`src/rtl/a429_rx_pkg.sv`:
```
package a429_rx_pkg;
  localparam int WORD_W = 32;
  localparam int IDX_W  = $clog2(WORD_W);

  typedef enum logic [1:0] {
    SYM_NULL = 2'd0,
    SYM_ONE  = 2'd1,
    SYM_ZERO = 2'd2
  } sym_t;

  // one sample of the line pair; both legs high is treated as null
  function automatic sym_t classify(input logic pos, input logic neg);
    if (pos && !neg) return SYM_ONE;
    if (neg && !pos) return SYM_ZERO;
    return SYM_NULL;
  endfunction

  function automatic logic even_ones(input logic [WORD_W-1:0] w);
    return ~^w;
  endfunction

  // routing bits pass when the check is off, in short format, or on a match
  function automatic logic sd_pass(input logic chk_en, input logic long_w,
                                   input logic [1:0] code,
                                   input logic [WORD_W-1:0] w);
    if (!(chk_en && long_w)) return 1'b1;
    return (w[8] == code[0]) && (w[9] == code[1]);
  endfunction

  function automatic logic [WORD_W-1:0] place_bit(input logic [WORD_W-1:0] w,
                                                  input logic [IDX_W-1:0] idx,
                                                  input logic b);
    logic [WORD_W-1:0] r;
    r = w;
    r[idx] = b;
    return r;
  endfunction
endpackage

```
`src/rtl/a429_sym_sampler.sv`:
```
module a429_sym_sampler
  import a429_rx_pkg::*;
#(
  parameter int OVERSAMPLE = 10,
  parameter int GAP_BITS   = 2
) (
  input  logic clk,
  input  logic rst_n,
  input  logic tick,
  input  logic pos,
  input  logic neg,
  output logic bit_evt,
  output logic bit_val,
  output logic lead_ok,
  output logic gap_hit
);
  localparam int GAP_LIMIT = OVERSAMPLE * GAP_BITS;
  localparam int CW        = $clog2(GAP_LIMIT + 1);

  sym_t          cur, prev1, prev2;
  logic [CW-1:0] nul_cnt;
  logic          lead_q;
  logic          mark_start;

  assign cur        = classify(pos, neg);
  assign mark_start = tick && (cur != SYM_NULL) && (prev1 == SYM_NULL);
  assign bit_evt    = tick && (cur != SYM_NULL) && (cur == prev1) && (prev2 == SYM_NULL);
  assign bit_val    = (cur == SYM_ONE);
  assign lead_ok    = lead_q;
  assign gap_hit    = tick && (cur == SYM_NULL) && (nul_cnt == CW'(GAP_LIMIT - 1));

  always_ff @(posedge clk) begin
    if (!rst_n) begin
      prev1   <= SYM_NULL;
      prev2   <= SYM_NULL;
      nul_cnt <= '0;
      lead_q  <= 1'b0;
    end else if (tick) begin
      prev2 <= prev1;
      prev1 <= cur;
      if (cur == SYM_NULL) begin
        if (nul_cnt != CW'(GAP_LIMIT)) nul_cnt <= nul_cnt + 1'b1;
      end else begin
        nul_cnt <= '0;
      end
      if (mark_start) lead_q <= (nul_cnt >= CW'(OVERSAMPLE));
    end
  end

  a_r6_null_count_saturates: assert property (@(posedge clk) disable iff (!rst_n)
    nul_cnt <= CW'(GAP_LIMIT));
  a_r3_short_quiet_blocks_lead: assert property (@(posedge clk) disable iff (!rst_n)
    (mark_start && nul_cnt < CW'(OVERSAMPLE)) |=> !lead_q);
  a_r2_bit_needs_repeat: assert property (@(posedge clk) disable iff (!rst_n)
    (tick && cur != SYM_NULL && prev1 == SYM_NULL) |-> !bit_evt);
endmodule

```
`src/rtl/a429_word_builder.sv`:
```
module a429_word_builder
  import a429_rx_pkg::*;
#(
  parameter int SHORT_LEN = 25
) (
  input  logic              clk,
  input  logic              rst_n,
  input  logic              bit_evt,
  input  logic              bit_val,
  input  logic              lead_ok,
  input  logic              gap_hit,
  input  logic              long_fmt,
  output logic              done,
  output logic [WORD_W-1:0] done_word
);
  logic [IDX_W-1:0]  bit_cnt;
  logic [WORD_W-1:0] shreg;
  logic              in_word, take, abort;
  logic [IDX_W-1:0]  last_idx;

  assign in_word   = (bit_cnt != '0);
  assign take      = bit_evt && (in_word || lead_ok);
  assign last_idx  = long_fmt ? IDX_W'(WORD_W - 1) : IDX_W'(SHORT_LEN - 1);
  assign done      = take && (bit_cnt == last_idx);
  assign done_word = place_bit(shreg, bit_cnt, bit_val);
  assign abort     = gap_hit && in_word;

  always_ff @(posedge clk) begin
    if (!rst_n) begin
      bit_cnt <= '0;
      shreg   <= '0;
    end else if (abort) begin
      bit_cnt <= '0;
      shreg   <= '0;
    end else if (take) begin
      if (done) begin
        bit_cnt <= '0;
        shreg   <= '0;
      end else begin
        bit_cnt <= bit_cnt + 1'b1;
        shreg   <= done_word;
      end
    end
  end

  a_r6_abort_discards: assert property (@(posedge clk) disable iff (!rst_n)
    abort |=> (bit_cnt == '0) && (shreg == '0));
  a_r3_no_start_without_lead: assert property (@(posedge clk) disable iff (!rst_n)
    (bit_evt && !in_word && !lead_ok) |=> (bit_cnt == '0));
  a_r5_short_len_bound: assert property (@(posedge clk) disable iff (!rst_n)
    (!long_fmt && $stable(long_fmt)) |-> (bit_cnt <= IDX_W'(SHORT_LEN - 1)));
endmodule

```
`src/rtl/arinc429_word_rx.sv`:
```
module arinc429_word_rx
  import a429_rx_pkg::*;
#(
  parameter int OVERSAMPLE = 10,
  parameter int GAP_BITS   = 2,
  parameter int SHORT_LEN  = 25
) (
  input  logic              clk,
  input  logic              rst_n,
  input  logic              sample_tick,
  input  logic              line_pos,
  input  logic              line_neg,
  input  logic              selftest_en,
  input  logic              selftest_pos,
  input  logic              selftest_neg,
  input  logic              long_fmt,
  input  logic              sd_check_en,
  input  logic [1:0]        sd_code,
  output logic              word_valid,
  output logic [WORD_W-1:0] word_data,
  output logic              parity_even
);
  logic              sel_pos, sel_neg;
  logic              bit_evt, bit_val, lead_ok, gap_hit;
  logic              done, accept;
  logic [WORD_W-1:0] done_word;

  assign sel_pos = selftest_en ? selftest_pos : line_pos;
  assign sel_neg = selftest_en ? selftest_neg : line_neg;

  a429_sym_sampler #(.OVERSAMPLE(OVERSAMPLE), .GAP_BITS(GAP_BITS)) u_sampler (
    .clk(clk), .rst_n(rst_n), .tick(sample_tick), .pos(sel_pos), .neg(sel_neg),
    .bit_evt(bit_evt), .bit_val(bit_val), .lead_ok(lead_ok), .gap_hit(gap_hit)
  );

  a429_word_builder #(.SHORT_LEN(SHORT_LEN)) u_builder (
    .clk(clk), .rst_n(rst_n), .bit_evt(bit_evt), .bit_val(bit_val),
    .lead_ok(lead_ok), .gap_hit(gap_hit), .long_fmt(long_fmt),
    .done(done), .done_word(done_word)
  );

  assign accept = done && sd_pass(sd_check_en, long_fmt, sd_code, done_word);

  always_ff @(posedge clk) begin
    if (!rst_n) begin
      word_valid  <= 1'b0;
      word_data   <= '0;
      parity_even <= 1'b0;
    end else begin
      word_valid <= accept;
      if (accept) begin
        word_data   <= done_word;
        parity_even <= even_ones(done_word);
      end
    end
  end

  a_r10_single_pulse: assert property (@(posedge clk) disable iff (!rst_n)
    word_valid |=> !word_valid);
  a_r10_hold_between: assert property (@(posedge clk) disable iff (!rst_n)
    !word_valid |-> ($stable(word_data) && $stable(parity_even)));
  a_r7_code_match: assert property (@(posedge clk) disable iff (!rst_n)
    (word_valid && $past(sd_check_en) && $past(long_fmt)) |->
      (word_data[9:8] == $past(sd_code)));
  a_r4_short_upper_zero: assert property (@(posedge clk) disable iff (!rst_n)
    (word_valid && !$past(long_fmt)) |-> (word_data[WORD_W-1:SHORT_LEN] == '0));
endmodule

```
`config.mk`:
```
export PLATFORM = sky130hd
export DESIGN_NAME = arinc429_word_rx
export DESIGN_NICKNAME = d
export VERILOG_FILES = /design/src/rtl/a429_rx_pkg.sv /design/src/rtl/a429_sym_sampler.sv /design/src/rtl/a429_word_builder.sv /design/src/rtl/arinc429_word_rx.sv
export SDC_FILE = /design/constraint.sdc
export NUM_CORES = 1
export LEC_CHECK = 0
export ABC_AREA = 1
export BUFFER_PORTS_ARGS = -buffer_cell sky130_fd_sc_hd__clkbuf_2
export CAP_MARGIN = 20
export CORE_ASPECT_RATIO = 0.6
export CORE_MARGIN = 2
export CORE_UTILIZATION = 35
export CTS_CLUSTER_SIZE = 16
export DETAILED_ROUTE_END_ITERATION = 8
export MAX_ROUTING_LAYER = met4
export PLACE_DENSITY = 0.62
export REMOVE_ABC_BUFFERS = 1
export SKIP_LAST_GASP = 1
export SYNTH_ARGS = -nofsm -noshare
export SYNTH_HDL_FRONTEND = slang
export SYNTH_HIERARCHICAL = 1
export SYNTH_SLANG_ARGS = --single-unit
```
`constraint.sdc`:
```
create_clock -name clk -period 2.85 [get_ports clk]
set_input_delay 0.1425 -clock clk [delete_from_list [all_inputs] [get_ports clk]]
set_output_delay 0.1425 -clock clk [all_outputs]
set_load 0.02 [all_outputs]
```
After elaboration in Yosys (flattened, before gate mapping)
Index checks and enable logic that the tools add are counted.

word-level totals
  bits in registers = 81
  bits of input ports = 12
  output and inout port bits = 34
  logic and storage cells = 68

cells by class
  $add $sub $neg = 2
  $lt $le $gt $ge = 3
  eq/ne operators = 8
  mux-type cells = 18
  bitwise operators = 1
  reductions and logical operators = 27

operator list
  cell                                                                number
  bitwise mux 32 bit                                                  1
  2-to-1 mux 32 bit                                                   1
  XNOR reduction 32 bit                                               1
  logical AND 1 bit                                                   15
  2-to-1 mux 5 bit                                                    3
  adder 5 x 1 -> 5 bit (second input constant)                        2
  2-to-1 mux 2 bit                                                    4
  2-to-1 mux 1 bit                                                    7
  zero test 2 bit                                                     3
  < comparator 5 x 6 -> 1 bit (second input constant)                 1
  demux 1 bit (select 5 bit)                                          1
  equality test 5 bit                                                 1
  equality test 5 bit (second input constant)                         1
  greater-or-equal comparator 5 x 1 -> 1 bit (second input constant)  1
  greater-or-equal comparator 5 x 4 -> 1 bit (second input constant)  1
  != test 5 bit (second input constant)                               1
  nonzero test 5 bit                                                  1
  AND reduction 2 bit                                                 2
  2-to-1 mux 3 bit                                                    1
  equality test 1 bit                                                 2
  equality test 2 x 1 -> 1 bit (second input constant)                1
  equality test 2 bit                                                 1
  zero test 1 bit                                                     2
  != test 2 bit (second input constant)                               1
  other kinds (4)                                                     4

Depth between registers and ports, before layout
  depth after elaboration = 14
  gate-level depth with buffers = 21
  gate-level depth less buffers = 19

By module
Netlist, hierarchy kept.

modules (own cells, without submodules)
  module             times used  cells each  area an instance (um^2)  seq. area each (um^2)
  a429_word_builder  1           364         2463.6                   740.7
  arinc429_word_rx   1           346         2080.7                   680.7
  a429_sym_sampler   1           87          610.6                    200.2

Worst setup path after synthesis
Ideal clock, no wire load.

  path type = input to register
  start = input port selftest_en
  end = register word_data[10]
  library setup time = 0.070 ns
  data arrival time = 2.352 ns
  required time = 2.780 ns
  slack = 0.428 ns
  cell stages on the path = 16
  path buffers = 3
  cell sequence = mux2_2 -> ha_1 -> nor2_2 -> nand3_1 -> nor3_1 -> nand2_4 -> inv_2 -> buf_6 -> nand2_2 -> inv_1 -> nand2_2 -> inv_2 -> buf_12 -> buf_12 -> o21ai_1 -> a21oi_1

on the way
  cells in the longest elaborated chain, start to end = 14
  elaborated cells on any way between the ends = 26
  those cells by class = eq/ne (4); mux (10); reduce/logical (12)

RTL lines
  item                                line                     text
  from (decl)                         arinc429_word_rx.sv:13   input logic selftest_en,
  2-to-1 mux 1 bit                    arinc429_word_rx.sv:28   assign sel_pos = selftest_en ? selftest_pos : line_pos;
  zero test 1 bit                     a429_rx_pkg.sv:14        if (neg && !pos) return SYM_ZERO;
  logical AND 1 bit                   a429_rx_pkg.sv:14
  2-to-1 mux 1 bit (2 in a row)       a429_rx_pkg.sv:14
  2-to-1 mux 2 bit                    a429_rx_pkg.sv:15        return SYM_NULL;
  2-to-1 mux 2 bit (*)                a429_rx_pkg.sv:14
  nonzero test 2 bit                  a429_sym_sampler.sv:27   assign bit_evt = tick && (cur != SYM_NULL) && (cur == prev1) && (prev2 == SYM_NULL);
  logical AND 1 bit                   a429_sym_sampler.sv:27
  logical AND 1 bit (*) (2 in a row)  a429_sym_sampler.sv:27
  named net bit_evt                   arinc429_word_rx.sv:24   logic bit_evt, bit_val, lead_ok, gap_hit;
  logical AND 1 bit (*)               a429_word_builder.sv:22  assign take = bit_evt && (in_word || lead_ok);
  logical AND 1 bit (*)               a429_word_builder.sv:24  assign done = take && (bit_cnt == last_idx);
  named net done                      arinc429_word_rx.sv:25   logic done, accept;
  logical AND 1 bit (*)               arinc429_word_rx.sv:42   assign accept = done && sd_pass(sd_check_en, long_fmt, sd_code, done_word);
  to (signal assigned)                arinc429_word_rx.sv:52   word_data <= done_word;
  to (decl)                           arinc429_word_rx.sv:20   output logic [WORD_W-1:0] word_data,

Mark *: on every way through the listed nets, which the timed path passes. The rest lies on a longest branch. The select of a mux whose other input is x is not followed.
A chain may end at the register's enable or synchronous reset.

Worst setup path after layout
  start = register u_builder.bit_cnt[3]
  end = register parity_even

on the way
  elaborated cells on any way between the ends = 17
  those cells by class = order compare (2); eq/ne (3); mux (4); reduce/logical (8)

RTL lines
  item                                                                                                             line                     text
  from (decl)                                                                                                      a429_word_builder.sv:16  logic [IDX_W-1:0] bit_cnt;
  from (signal assigned)                                                                                           a429_word_builder.sv:40  bit_cnt <= bit_cnt + 1'b1;
  < comparator 5 x 6 -> 1 bit (implied by the code) or greater-or-equal comparator 5 x 1 -> 1 bit (tied branches)  a429_rx_pkg.sv:35        r[idx] = b;
  logical AND 1 bit (implied by the code)                                                                          a429_rx_pkg.sv:35
  2-to-1 mux 1 bit (implied by the code)                                                                           a429_rx_pkg.sv:35
  demux 1 bit (select 5 bit) (*)                                                                                   n/a
  bitwise mux 32 bit (*)                                                                                           a429_rx_pkg.sv:35
  named net done_word[28]                                                                                          arinc429_word_rx.sv:26   logic [WORD_W-1:0] done_word;
  XNOR reduction 32 bit (*)                                                                                        a429_rx_pkg.sv:19        return ~^w;
  to (signal assigned)                                                                                             arinc429_word_rx.sv:53   parity_even <= even_ones(done_word);
  to (decl)                                                                                                        arinc429_word_rx.sv:21   output logic parity_even

Mark *: on every way through the listed nets, which the timed path passes. The rest lies on a longest branch.

==> flow_metrics.py <==
metrics = {
    "routing": {
        "vias": 4913,
        "viasPerCell": 4.756,
        "drt_iter0_drc": 358,
        "drt-total-wl_um": 12960,
        "ant_nets": 0,
        "drt-pass1-iter-count": 5,
        "drc_errors": 0,
        "wire_per_inst_um": 12.55,
    },
    "sta": {
        "slew_violations": 0,
        "min_period_ns": 2.489,
        "report.final.setup_viol": 0,
        "max_freq_ghz": 0.4018,
        "rsz0062_at_grt": "false",
        "fin_crit_sh_pct": 87.33,
        "timing.slew.headroom_pct": 43.31,
        "finalClockSkew_ns": 0.005538,
        "worst_pin_slew_ns": 0.8473,
        "finalHoldViolCount": 0,
        "fin_ws_ns": 0.3610,
    },
    "worst_setup_path": {
        "path_class": "register to register",
        "arrival_ns": 2.73,
        "cp_data_required_time_ns": 3.09,
        "end_kind": "register",
        "path_max_fanout": 10,
        "cp-start-kind": "register",
    },
    "yosys": {
        "ys_top_cells_by_area": "dfxtp_1 (31%), nand2_1 (23%), a21oi_1 (5.4%)",
        "postSynthAreaPerCell_sq_um": 6.468,
        "yosysWarnings": 6,
        "yosysTopAreaCellShare_pct": 31.46,
        "synth_area_sq_um": 5155,
        "synth_largest_area_cell": "dfxtp_1",
        "yosysSeqAreaShare_pct": 31.46,
        "yosys_register_bits": 81,
        "syn_inst": 797,
        "yosysUniqueCellTypes": 39,
    },
    "clock_network": {
        "cts-root-buf": "clkbuf_16",
        "clk_pin_slew_ns": 0.06,
        "cts.path.max_buffers": 2,
        "htreeDepth": 3,
        "cts.sinks": 81,
        "post_cts.repair.setup_buffers": 0,
        "cts_tree": "done",
        "cts_buffers": 9,
        "clk_latency_ns": 0.34,
    },
    "power": {
        "p_total_mw": 2.557,
        "leakage_nw": 2.643,
        "p_per_area_nw_per_um2": 440.1,
        "ir_worst_vdd_mv": 0.2619,
    },
    "finish": {
        "layout-drive-gt1-share_pct": 16.53,
        "nNetsFinal": 851,
        "syn_to_final_growth_pct": 12.69,
        "antenna_cells": 0,
        "design_area_sq_um": 5809,
    },
    "placed_design": {
        "dpl-instance-area_sq_um": 5490,
        "hpwl_um": 9051,
        "gp_congestion": 0.8264,
        "port_buffers": 45,
        "dpl_worst_slack_ns": 0.2719,
    },
    "global_routing": {
        "grt_overflow_total": 0,
        "grt_max_degree": 39,
        "grtUsageMet3_pct": 3.441,
        "antenna_found_initial": 0,
        "use_met1_pct": 25.78,
        "grt_pass1_vias": 4415,
        "grt_util_all_layers_pct": 17.69,
        "grt_busiest_layer": "met1",
        "grt_pass1_wl_um": 22050,
        "grt.met2_usage_pct": 25.36,
    },
    "floorplanning": {
        "fp.dieW_um": 160.7,
        "die_h_um": 98.01,
        "ios": 46,
        "die-area_sq_um": 15750,
        "core_sq_um": 14420,
        "core.rowCount": 34,
        "start_util_pct": 35.75,
    },
    "outcome": {
        "status": "finished, final reports clean",
    },
    "run": {
        "cap_viol_max_count": 0,
    },
    "min_path": {
        "min_path_type": "input port to register",
    },
}
## synth_stat cells
master and count:
nand2_1 313, dfxtp_1 81, inv_1 66, a21oi_1 56
nand3_1 56, nor2_1 34, nand4_1 32, o21ai_0 20
buf_2 19, o21ai_1 19, a21oi_2 13, nand3_2 10
buf_6 9, ha_1 9, clkbuf_1 7, nand2_2 7
inv_2 6, nor2_4 6, xor2_1 5, buf_12 3
buf_4 3, mux2_2 2, nand2_4 2, nor2_2 2
o21ai_2 2, xnor2_1 2, buf_8 1, clkbuf_2 1
clkinv_1 1, inv_4 1, inv_6 1, nand4_4 1
nor2_8 1, nor3_1 1, nor4_1 1, o211ai_2 1
o21bai_1 1, o31ai_1 1, or2_2 1
## critical path: stages, from the launching register on
cell	delay, ns
dfxtp_1	0.73
nand2_2	0.21
nor2_4	0.24
nand3_1	0.09
nand2_1	0.23
inv_1	0.13
nand2_1	0.10
nand2_1	0.05
nand3_1	0.09
nand2_1	0.06
nand2_1	0.06
nand2_1	0.07
nand2_1	0.06
nand2_1	0.05
nand2_1	0.05
nand3_1	0.07
nand2_1	0.06
inv_1	0.03
## flip-flops by register name (all words and copies together), names as in the netlist
signal and count:
parity_even 1, u_builder/shreg 32, u_sampler/prev2 2, word_valid 1, word_data 32, u_sampler/lead_ok 1, u_sampler/prev1 2, u_builder/bit_cnt 5
u_sampler/nul_cnt 5
## per-stage QoR
stage,cells,hold slack [ns],TNS (ns),utilization [%]
after floorplan,754,0.2319,-23.98,-
after global placement,1017,0.4575,0,38.07
after detailed placement,1017,0.4559,0,38.07
after CTS,1033,0.1064,0,40.27
after global routing,1033,0.1272,0,40.28
final,1033,0.1130,0,40.28
## per-layer routing
metal	routed length, um	vias to the layer above
li1	-	2628
met1	7021	2157
met2	5094	117
met3	715	11
met4	131	0
met5	0	-
## report_power, final
group / total [mW] / leakage, nW / internal, mW / switching (mW)
combinational: 0.181 / 1.84 / 0.0613 / 0.120
clock: 1.22 / 0.151 / 0.749 / 0.474
sequential: 1.15 / 0.654 / 1.14 / 0.00974
## cells in the final DEF (no fill, tap or decap), types with 3 or more instances in the layout
| cell type | count |
|---|---|
| a21oi_1 | 56 |
| a21oi_2 | 13 |
| buf_12 | 3 |
| buf_4 | 17 |
| clkbuf_16 | 9 |
| clkbuf_2 | 45 |
| clkbuf_8 | 3 |
| dfxtp_1 | 81 |
| ha_1 | 8 |
| inv_1 | 66 |
| inv_2 | 6 |
| nand2_1 | 313 |
| nand2_2 | 7 |
| nand3_1 | 56 |
| nand3_2 | 10 |
| nand4_1 | 32 |
| nor2_1 | 34 |
| nor2_4 | 6 |
| o21ai_0 | 20 |
| o21ai_1 | 19 |
| xor2_1 | 5 |
## what timing repair did
item / 4_1_cts / 5_1_grt
endpoints found under the hold margin: 0 / 0
gates resized for setup: 0 / 1
hold buffers: 0 / 0
endpoints found under the setup margin: 0 / 14
## path summary, 6_finish.rpt
path | from | endpoint | slack, ns | cells past startpoint
max | u_builder/bit_cnt[3] | parity_even | 0.36 | 17
min | sample_tick | u_sampler/prev2[1] | 0.11 | 2
max reg2reg | u_builder/bit_cnt[3] | parity_even | 0.36 | 17
min reg2reg | u_builder/shreg[0] | u_builder/shreg[0] | 0.47 | 2
## cells by family (layout without fill, tap and decap cells)
family	after synthesis	in the layout	synth area share, %
AND/OR/NAND/NOR	467	467	40.51
buffers and inverters	118	156	11.92
AO/OA/AOI/OAI	113	113	12.31
flip-flops	81	81	31.46
adder cells (fa/ha/maj)	9	9	2.185
XOR/XNOR	7	7	1.189
multiplexers	2	2	0.4369
## final cells by class
class / instances / area (sq um)
fill: 1504 / 8612
multi-input combinational: 598 / 2922
sequential: 81 / 1622
timing repair buffer: 65 / 412.9
inverter: 75 / 289.0
clock buffer: 12 / 266.5
tap: 198 / 247.7
clock inverter: 4 / 50.05
Note: power is estimated with default switching activity, not from simulation.
